`src/rtl/i2c_seq_pkg.sv`:
```
package i2c_seq_pkg;

    typedef enum logic [1:0] {
        OP_ADDR  = 2'd0,
        OP_WRITE = 2'd1,
        OP_READ  = 2'd2,
        OP_STOP  = 2'd3
    } bm_op_e;

    typedef enum logic [2:0] {
        RES_OK    = 3'd0,
        RES_IO    = 3'd1,
        RES_ARB   = 3'd2,
        RES_NACK  = 3'd3,
        RES_PROTO = 3'd4,
        RES_TMO   = 3'd5
    } seq_res_e;

    typedef enum logic [2:0] {
        S_IDLE,
        S_ADDR,
        S_ADDR_W,
        S_RD,
        S_RD_W,
        S_WR,
        S_WR_W,
        S_STOP
    } seq_st_e;

endpackage

```
`src/rtl/i2c_seq_tmo.sv`:
```
module i2c_seq_tmo #(
    parameter int LIMIT = 64
) (
    input  logic clk,
    input  logic rst_n,
    input  logic arm,
    input  logic kick,
    output logic expire
);
    localparam int CW = $clog2(LIMIT + 1);

    logic [CW-1:0] cnt_d, cnt_q;

    always_comb begin
        cnt_d  = cnt_q;
        expire = 1'b0;
        if (!arm || kick) begin
            cnt_d = '0;
        end else if (cnt_q == CW'(LIMIT - 1)) begin
            expire = 1'b1;
            cnt_d  = '0;
        end else begin
            cnt_d = cnt_q + CW'(1);
        end
    end

    always_ff @(posedge clk) begin
        if (!rst_n) cnt_q <= '0;
        else        cnt_q <= cnt_d;
    end

    // the wait counter never passes its limit
    a_r10_cnt_bound: assert property (@(posedge clk) disable iff (!rst_n)
        cnt_q < CW'(LIMIT));

    // an expiry drops the counter back to zero
    a_r10_restart: assert property (@(posedge clk) disable iff (!rst_n)
        expire |=> cnt_q == '0);

endmodule

```
`src/rtl/i2c_seq_eval.sv`:
```
module i2c_seq_eval
    import i2c_seq_pkg::*;
(
    input  logic     ev_done,
    input  logic     ev_arb,
    input  logic     ev_nack,
    input  logic     want_ack,
    output logic     fail,
    output seq_res_e code
);
    always_comb begin
        fail = 1'b1;
        code = RES_OK;
        if (!ev_done) begin
            code = RES_IO;
        end else if (ev_arb) begin
            code = RES_ARB;
        end else if (want_ack && ev_nack) begin
            code = RES_NACK;
        end else begin
            fail = 1'b0;
        end
    end
endmodule

```
`src/rtl/i2c_seq_rlen.sv`:
```
module i2c_seq_rlen #(
    parameter int LEN_W   = 8,
    parameter int BLK_MAX = 32
) (
    input  logic [LEN_W-1:0] pos,
    input  logic [LEN_W-1:0] len,
    input  logic             blk,
    input  logic [7:0]       rx_byte,
    output logic             nack_cmd,
    output logic             blk_bad,
    output logic [LEN_W-1:0] len_next,
    output logic             last
);
    localparam logic [7:0] BLK_LIM = 8'(BLK_MAX);

    logic first_blk;

    always_comb begin
        first_blk = blk && (pos == '0);
        // the acknowledge choice travels with the command that fetches the byte
        nack_cmd  = !first_blk && (pos == len - LEN_W'(1));
        blk_bad   = first_blk && ((rx_byte == 8'd0) || (rx_byte > BLK_LIM));
        len_next  = first_blk ? len + LEN_W'(rx_byte) : len;
        last      = (pos + LEN_W'(1)) == len_next;
    end
endmodule

```
`src/rtl/i2c_msg_seq.sv`:
```
module i2c_msg_seq
    import i2c_seq_pkg::*;
#(
    parameter int MSG_W      = 2,
    parameter int LEN_W      = 8,
    parameter int BLK_MAX    = 32,
    parameter int TMO_CYCLES = 64
) (
    input  logic             clk,
    input  logic             rst_n,
    input  logic             go,
    input  logic [MSG_W-1:0] msg_count,
    output logic [MSG_W-1:0] msg_sel,
    input  logic [6:0]       msg_addr,
    input  logic             msg_rd,
    input  logic             msg_blk,
    input  logic [LEN_W-1:0] msg_len,
    input  logic             wr_valid,
    input  logic [7:0]       wr_data,
    output logic             wr_pop,
    output logic             rd_push,
    output logic [7:0]       rd_data,
    output logic             bm_cmd_valid,
    input  logic             bm_cmd_ready,
    output logic [1:0]       bm_cmd_op,
    output logic             bm_cmd_rs,
    output logic [7:0]       bm_cmd_data,
    output logic             bm_cmd_nack,
    input  logic             bm_evt_valid,
    input  logic             bm_evt_done,
    input  logic             bm_evt_arb,
    input  logic             bm_evt_nack,
    input  logic [7:0]       bm_evt_data,
    output logic             busy,
    output logic             done,
    output logic [2:0]       result
);
    typedef struct packed {
        seq_st_e          st;
        logic [MSG_W-1:0] idx;
        logic [MSG_W-1:0] cnt;
        logic [LEN_W-1:0] pos;
        logic [LEN_W-1:0] len;
        logic             rd;
        logic             blk;
        seq_res_e         res;
        logic             done;
        logic             push;
        logic [7:0]       pdat;
    } seq_t;

    seq_t q, n;

    logic     waiting, expire, fail, want_ack;
    seq_res_e code;
    logic     nack_cmd, blk_bad, last;
    logic [LEN_W-1:0] len_next;
    logic     msg_end;
    bm_op_e   op;

    assign waiting  = (q.st == S_ADDR_W) || (q.st == S_RD_W) || (q.st == S_WR_W);
    assign want_ack = (q.st == S_ADDR_W) || (q.st == S_WR_W);

    i2c_seq_tmo #(.LIMIT(TMO_CYCLES)) u_tmo (
        .clk    (clk),
        .rst_n  (rst_n),
        .arm    (waiting),
        .kick   (bm_evt_valid),
        .expire (expire)
    );

    i2c_seq_eval u_eval (
        .ev_done  (bm_evt_done),
        .ev_arb   (bm_evt_arb),
        .ev_nack  (bm_evt_nack),
        .want_ack (want_ack),
        .fail     (fail),
        .code     (code)
    );

    i2c_seq_rlen #(.LEN_W(LEN_W), .BLK_MAX(BLK_MAX)) u_rlen (
        .pos      (q.pos),
        .len      (q.len),
        .blk      (q.blk),
        .rx_byte  (bm_evt_data),
        .nack_cmd (nack_cmd),
        .blk_bad  (blk_bad),
        .len_next (len_next),
        .last     (last)
    );

    always_comb begin
        n            = q;
        n.done       = 1'b0;
        n.push       = 1'b0;
        msg_end      = 1'b0;
        bm_cmd_valid = 1'b0;
        op           = OP_ADDR;
        bm_cmd_rs    = 1'b0;
        bm_cmd_data  = 8'd0;
        bm_cmd_nack  = 1'b0;
        wr_pop       = 1'b0;

        case (q.st)
            S_IDLE: begin
                if (go) begin
                    n.st  = S_ADDR;
                    n.idx = '0;
                    n.cnt = msg_count;
                    n.res = RES_OK;
                end
            end
            S_ADDR: begin
                bm_cmd_valid = 1'b1;
                op           = OP_ADDR;
                bm_cmd_rs    = (q.idx != '0);
                bm_cmd_data  = {msg_addr, msg_rd};
                n.len        = msg_len;
                n.rd         = msg_rd;
                n.blk        = msg_blk;
                n.pos        = '0;
                if (bm_cmd_ready) n.st = S_ADDR_W;
            end
            S_ADDR_W: begin
                if (expire) begin
                    n.res = RES_TMO;
                    n.st  = S_STOP;
                end else if (bm_evt_valid) begin
                    if (fail) begin
                        n.res = code;
                        n.st  = S_STOP;
                    end else if (q.rd && (q.blk || q.len != '0)) begin
                        n.st = S_RD;
                    end else if (!q.rd && q.len != '0) begin
                        n.st = S_WR;
                    end else begin
                        msg_end = 1'b1;
                    end
                end
            end
            S_RD: begin
                bm_cmd_valid = 1'b1;
                op           = OP_READ;
                bm_cmd_nack  = nack_cmd;
                if (bm_cmd_ready) n.st = S_RD_W;
            end
            S_RD_W: begin
                if (expire) begin
                    n.res = RES_TMO;
                    n.st  = S_STOP;
                end else if (bm_evt_valid) begin
                    if (fail) begin
                        n.res = code;
                        n.st  = S_STOP;
                    end else if (blk_bad) begin
                        n.res = RES_PROTO;
                        n.st  = S_STOP;
                    end else begin
                        n.push = 1'b1;
                        n.pdat = bm_evt_data;
                        n.len  = len_next;
                        n.pos  = q.pos + LEN_W'(1);
                        if (last) msg_end = 1'b1;
                        else      n.st    = S_RD;
                    end
                end
            end
            S_WR: begin
                bm_cmd_valid = wr_valid;
                op           = OP_WRITE;
                bm_cmd_data  = wr_data;
                if (wr_valid && bm_cmd_ready) begin
                    wr_pop = 1'b1;
                    n.st   = S_WR_W;
                end
            end
            S_WR_W: begin
                if (expire) begin
                    n.res = RES_TMO;
                    n.st  = S_STOP;
                end else if (bm_evt_valid) begin
                    if (fail) begin
                        n.res = code;
                        n.st  = S_STOP;
                    end else begin
                        n.pos = q.pos + LEN_W'(1);
                        if ((q.pos + LEN_W'(1)) == q.len) msg_end = 1'b1;
                        else                               n.st    = S_WR;
                    end
                end
            end
            S_STOP: begin
                bm_cmd_valid = 1'b1;
                op           = OP_STOP;
                if (bm_cmd_ready) begin
                    n.st   = S_IDLE;
                    n.done = 1'b1;
                end
            end
            default: n.st = S_IDLE;
        endcase

        if (msg_end) begin
            if (q.idx == q.cnt - MSG_W'(1)) begin
                n.st = S_STOP;
            end else begin
                n.idx = q.idx + MSG_W'(1);
                n.st  = S_ADDR;
            end
        end
    end

    always_ff @(posedge clk) begin
        if (!rst_n) begin
            q <= '{st: S_IDLE, res: RES_OK, default: '0};
        end else begin
            q <= n;
        end
    end

    assign bm_cmd_op = op;
    assign msg_sel   = q.idx;
    assign busy      = (q.st != S_IDLE);
    assign done      = q.done;
    assign result    = q.res;
    assign rd_push   = q.push;
    assign rd_data   = q.pdat;

    // a stalled non-write command holds its op and byte
    a_r2_cmd_hold: assert property (@(posedge clk) disable iff (!rst_n)
        (bm_cmd_valid && !bm_cmd_ready && op != OP_WRITE)
        |=> (bm_cmd_valid && $stable(bm_cmd_op) && $stable(bm_cmd_data)));

    // the completion pulse never overlaps an active transfer
    a_r9_done_idle: assert property (@(posedge clk) disable iff (!rst_n)
        done |-> !busy);

    // the done pulse follows an accepted stop command
    a_r9_done_after_stop: assert property (@(posedge clk) disable iff (!rst_n)
        done |-> $past(bm_cmd_valid && bm_cmd_ready && op == OP_STOP));

    // an incomplete address byte wins over every other fault
    a_r8_io_first: assert property (@(posedge clk) disable iff (!rst_n)
        (q.st == S_ADDR_W && bm_evt_valid && !bm_evt_done)
        |=> (q.st == S_STOP && q.res == RES_IO));

    // an out-of-range block count is rejected and not stored
    a_r7_blk_reject: assert property (@(posedge clk) disable iff (!rst_n)
        (q.st == S_RD_W && bm_evt_valid && bm_evt_done && !bm_evt_arb &&
         q.blk && q.pos == '0 &&
         (bm_evt_data == 8'd0 || bm_evt_data > 8'(BLK_MAX)))
        |=> (q.res == RES_PROTO && !rd_push));

    // a pushed byte always stems from a read event one cycle earlier
    a_r4_push_src: assert property (@(posedge clk) disable iff (!rst_n)
        rd_push |-> $past(q.st == S_RD_W && bm_evt_valid && bm_evt_done && !bm_evt_arb));

endmodule

```
`config.mk`:
```
export PLATFORM = sky130hd
export DESIGN_NAME = i2c_msg_seq
export DESIGN_NICKNAME = d
export VERILOG_FILES = /design/src/rtl/i2c_seq_pkg.sv /design/src/rtl/i2c_seq_tmo.sv /design/src/rtl/i2c_seq_eval.sv /design/src/rtl/i2c_seq_rlen.sv /design/src/rtl/i2c_msg_seq.sv
export SDC_FILE = /design/constraint.sdc
export NUM_CORES = 1
export LEC_CHECK = 0
export BUFFER_PORTS_ARGS = -buffer_cell sky130_fd_sc_hd__clkbuf_2
export CAP_MARGIN = 20
export CORE_ASPECT_RATIO = 0.8
export CORE_MARGIN = 4
export CORE_UTILIZATION = 44
export DETAILED_ROUTE_END_ITERATION = 16
export PLACE_DENSITY = 0.66
export SYNTH_ARGS = -nofsm -noshare
export SYNTH_HDL_FRONTEND = slang
export SYNTH_HIERARCHICAL = 1
export SYNTH_SLANG_ARGS = --single-unit
export TNS_END_PERCENT = 5
```
`constraint.sdc`:
```
create_clock -name clk -period 4.85 [get_ports clk]
set_clock_uncertainty 0.2 [all_clocks]
set_input_delay 0.2425 -clock clk [delete_from_list [all_inputs] [get_ports clk]]
set_output_delay 0.2425 -clock clk [all_outputs]
set_load 0.05 [all_outputs]
```
==> results.md <==
* Main synth FF type: dfxtp_1
* Placement Cell Area at 0.00398 mm2
* P_leak at 1.65 nW
* Status: finished, final reports clean
* Number of synthesized flops with an enable pin at 0
* Sequential area share after synthesis at 24.4%
* Most frequent cells in the layout: 73 x clkbuf_2, 52 x nor2_1, 45 x dfxtp_1, 38 x nand2_1, 33 x a21oi_1
* HP Start: msg_len[2]
* First-pass GRT wire length at 16,600 um
* Clock H-tree levels at 2
* Vias per Instance at 5.74
* Syn nets at 527
* Min cycle time layout at 3840 ps
* Area of the mapped netlist at 0.00369 mm2
* Startpoint types: flip-flop
* Final worst path period share at 79.3%
* Drt wl/cell at 15.9 um
* CP Max Fanout at 7
* Final setup fails at 0
* Clk pin slew, worst setup/hold paths at 100 ps
* GRT Total Usage at 20.3%
* Syn_area_per_cell at 7.87 um2
* Core box area at 0.00806 mm2
* Post-route cell area at 0.00421 mm2
* PwrDens at 314 mW/mm2
* Die outline area at 0.00992 mm2
* Gpl congestion at 0.935
* Post-synthesis cell type count at 77
* Syn. warnings at 6
* Total Wirelength at 10,200 um
* Slowest stage cell, crit path: or4b_4
* Number of setup buffers added after CTS at 0
* Crit-path cells: ha_1 > fa_1 > a211oi_1 > o21bai_1 > or4b_4 > nand3_2 > xnor2_1 > nor4_2 > nand4_1 > a21oi_1 > a31oi_1 > nor3b_1 > o31a_1
* CP peak stage delay at 500 ps
* CP arrival at 3850 ps
* Req. time, crit path at 4860 ps
* Port bufs at 73
* Grt ovf at 0
* Clock tree from TritonCTS: built
* Share of cells above drive strength 1 at 21.3%
* Worst r2r src: q[15]$_SDFFE_PN0P_
* Synth Instances at 469
* Num CTS Buffers at 5
* Remaining antenna violation count at 0
* Max clock buf depth at 2
* Worst vdd ir at 0.152 mV
* Setup CP Type: reg -> reg
* Number of inserted diodes at 0
* # rows at 29
* Register bit count reported by yosys at 45
* Fin cells at 639
* Largest net degree at the start of global routing at 33
* Area share of the leading cell type in the synthesized netlist at 24.4%
* Area leader, netlist: dfxtp_1
* I/O pin total at 74
* P&R area growth vs syn at 14.1%
* Vias in the first global route at 3,460
* RSZ-0062 raised after global routing: false
* Max Slew Vio Count at 0
* Latest clock arrival within the worst-skew pair at 310 ps
* Critical R2R Capture: q[37]$_SDFFE_PN0P_
* Initial Utilization at 45.8%
* Max-cap violations at 0
* HP Class: in -> reg
* Drt pass-1 iters at 5
* # fillers at 807
* Placed insts at 621
* Rel. slew slack at 47.0%
* Detailed Place HPWL at 7500 um
* Root Buffer: clkbuf_8
* Initial antenna violation count at 0
* Die width at 110 um
* Clock sink count at 45
* Worst hold path depth at 3
* Final hold slack at 0.515 ps
* Commonest non-fill, non-tap cell in the layout: clkbuf_2
* Crit path capture type: flip-flop
* Ranking of synthesized cells by area: dfxtp_1 24%, xnor2_1 5.7%, nor2_1 5.3%
* Initial DRC Count at 297
* R2R cell count at 13
* WHS Endpoint: q[17]$_SDFFE_PN0P_
* Via count at 3,667
* Max frequency at 0.260 GHz
* DRC at 0
* Die Height at 89.9 um
* Final Hold Vio Count at 0
* Post-synth ARST share at 0%
* Slew @ Worst Pin at 792 ps
* Setup TNS at 0 ps
* Layout Nets at 588
* Setup slack, reg-to-reg at 1010 ps
-- cell families (layout without fill, tap and decap cells) --
logic type / after synthesis / count (layout) / share of synthesized area [%]
muxes: 15 / 15 / 4.10
other: 1 / 1 / 0.102
adders and majority gates: 15 / 15 / 5.22
DFF: 45 / 45 / 24.4
AOI/OAI and AO/OA: 116 / 116 / 20.2
and+or+nand+nor: 191 / 191 / 28.6
xor gates and xnor gates: 40 / 40 / 9.49
buffers and inverters: 46 / 108 / 7.87
-- routing by layer --
layer / global-route usage, % / wire [um] / share of wire, %
met4: 4.82 / 158 / 1.6
met3: 3.72 / 527 / 5.2
met5: 0 / 0 / 0
met1: 29.0 / 4880 / 48
met2: 31.4 / 4600 / 45
-- report_power, final --
group          total [mW]  internal (mW)  switching (mW)  leakage [nW]
Sequential          0.450          0.394          0.0568         0.365
Combinational       0.564          0.228           0.336          1.22
Clock               0.309          0.158           0.151        0.0603
-- stage by stage --
stage / total power, mW / utilization (%) / worst slack (ps)
CTS: 1.32 / 51.9 / 1050
floorplan: 0.880 / - / 1440
detailed placement: 1.00 / 49.3 / 1060
global route: 1.40 / 52.3 / 791
finish: 1.32 / 52.3 / 1010
global placement: 0.992 / 49.3 / 1120
-- critical path, delay by kind of cell, from the launching register on --
family / cells / cell delay [ps]
xor gates and xnor gates: 1 / 90
and+or+nand+nor: 5 / 1250
DFF: 1 / 400
adders and majority gates: 2 / 660
AOI/OAI and AO/OA: 5 / 1150
-- synthesized netlist by cell type, drive strengths merged (2+ instances only) --
library cell	instances
xnor2	24
o31a	3
nor2b	5
a311oi	8
o31ai	3
a31oi	5
a41o	2
clkbuf	12
buf	20
or4	4
and3	3
xor2	16
a21oi	36
dfxtp	45
nor2	54
nand3b	5
nand2	39
o21a	3
or3	7
nor4	6
nor3b	7
nand4	4
or4b	2
nor3	10
nand2b	4
ha	13
nand3	24
o21ai	34
inv	14
or3b	2
mux2i	14
a211oi	4
and2	5
nand4b	4
-- worst max-delay path by stage --
stage	startpoint	end	slack, ps	cells past startpoint
5_1_grt	q[15]$_SDFFE_PN0P_	q[37]$_SDFFE_PN0P_	790	13
3_5_place_dp	q[15]$_SDFFE_PN0P_	q[37]$_SDFFE_PN0P_	1060	13
6_report	q[15]$_SDFFE_PN0P_	q[37]$_SDFFE_PN0P_	1010	13
4_1_cts	q[15]$_SDFFE_PN0P_	q[37]$_SDFFE_PN0P_	1050	13
3_3_place_gp	q[15]$_SDFFE_PN0P_	q[37]$_SDFFE_PN0P_	1120	13
2_1_floorplan	q[15]$_SDFFE_PN0P_	q[37]$_SDFFE_PN0P_	1440	13
-- timing repair --
action / CTS / global route
gates resized for setup: 0 / 0
endpoints found under the hold margin: 10 / 0
hold buffers: 9 / 0
-- cell type report --
type	instances	area [um2]	share of cell area, %
clock inverter	3	50.0	1.19
sequential	45	901	21.4
multi-input combinational	378	2500	59.3
timing repair buffer	86	505	12.0
clock buffer	5	68.8	1.63
inverter	14	52.6	1.25
tap	108	135	3.21
-- sequential cells by signal (all words and copies together), names as in the netlist --
| register | count |
|---|---|
| u_tmo/cnt_q | 7 |
| rd_push | 1 |
| msg_sel | 2 |
| rd_data | 8 |
| result | 3 |
| q | 23 |
| done | 1 |
Note: power is estimated with default switching activity, not from simulation.
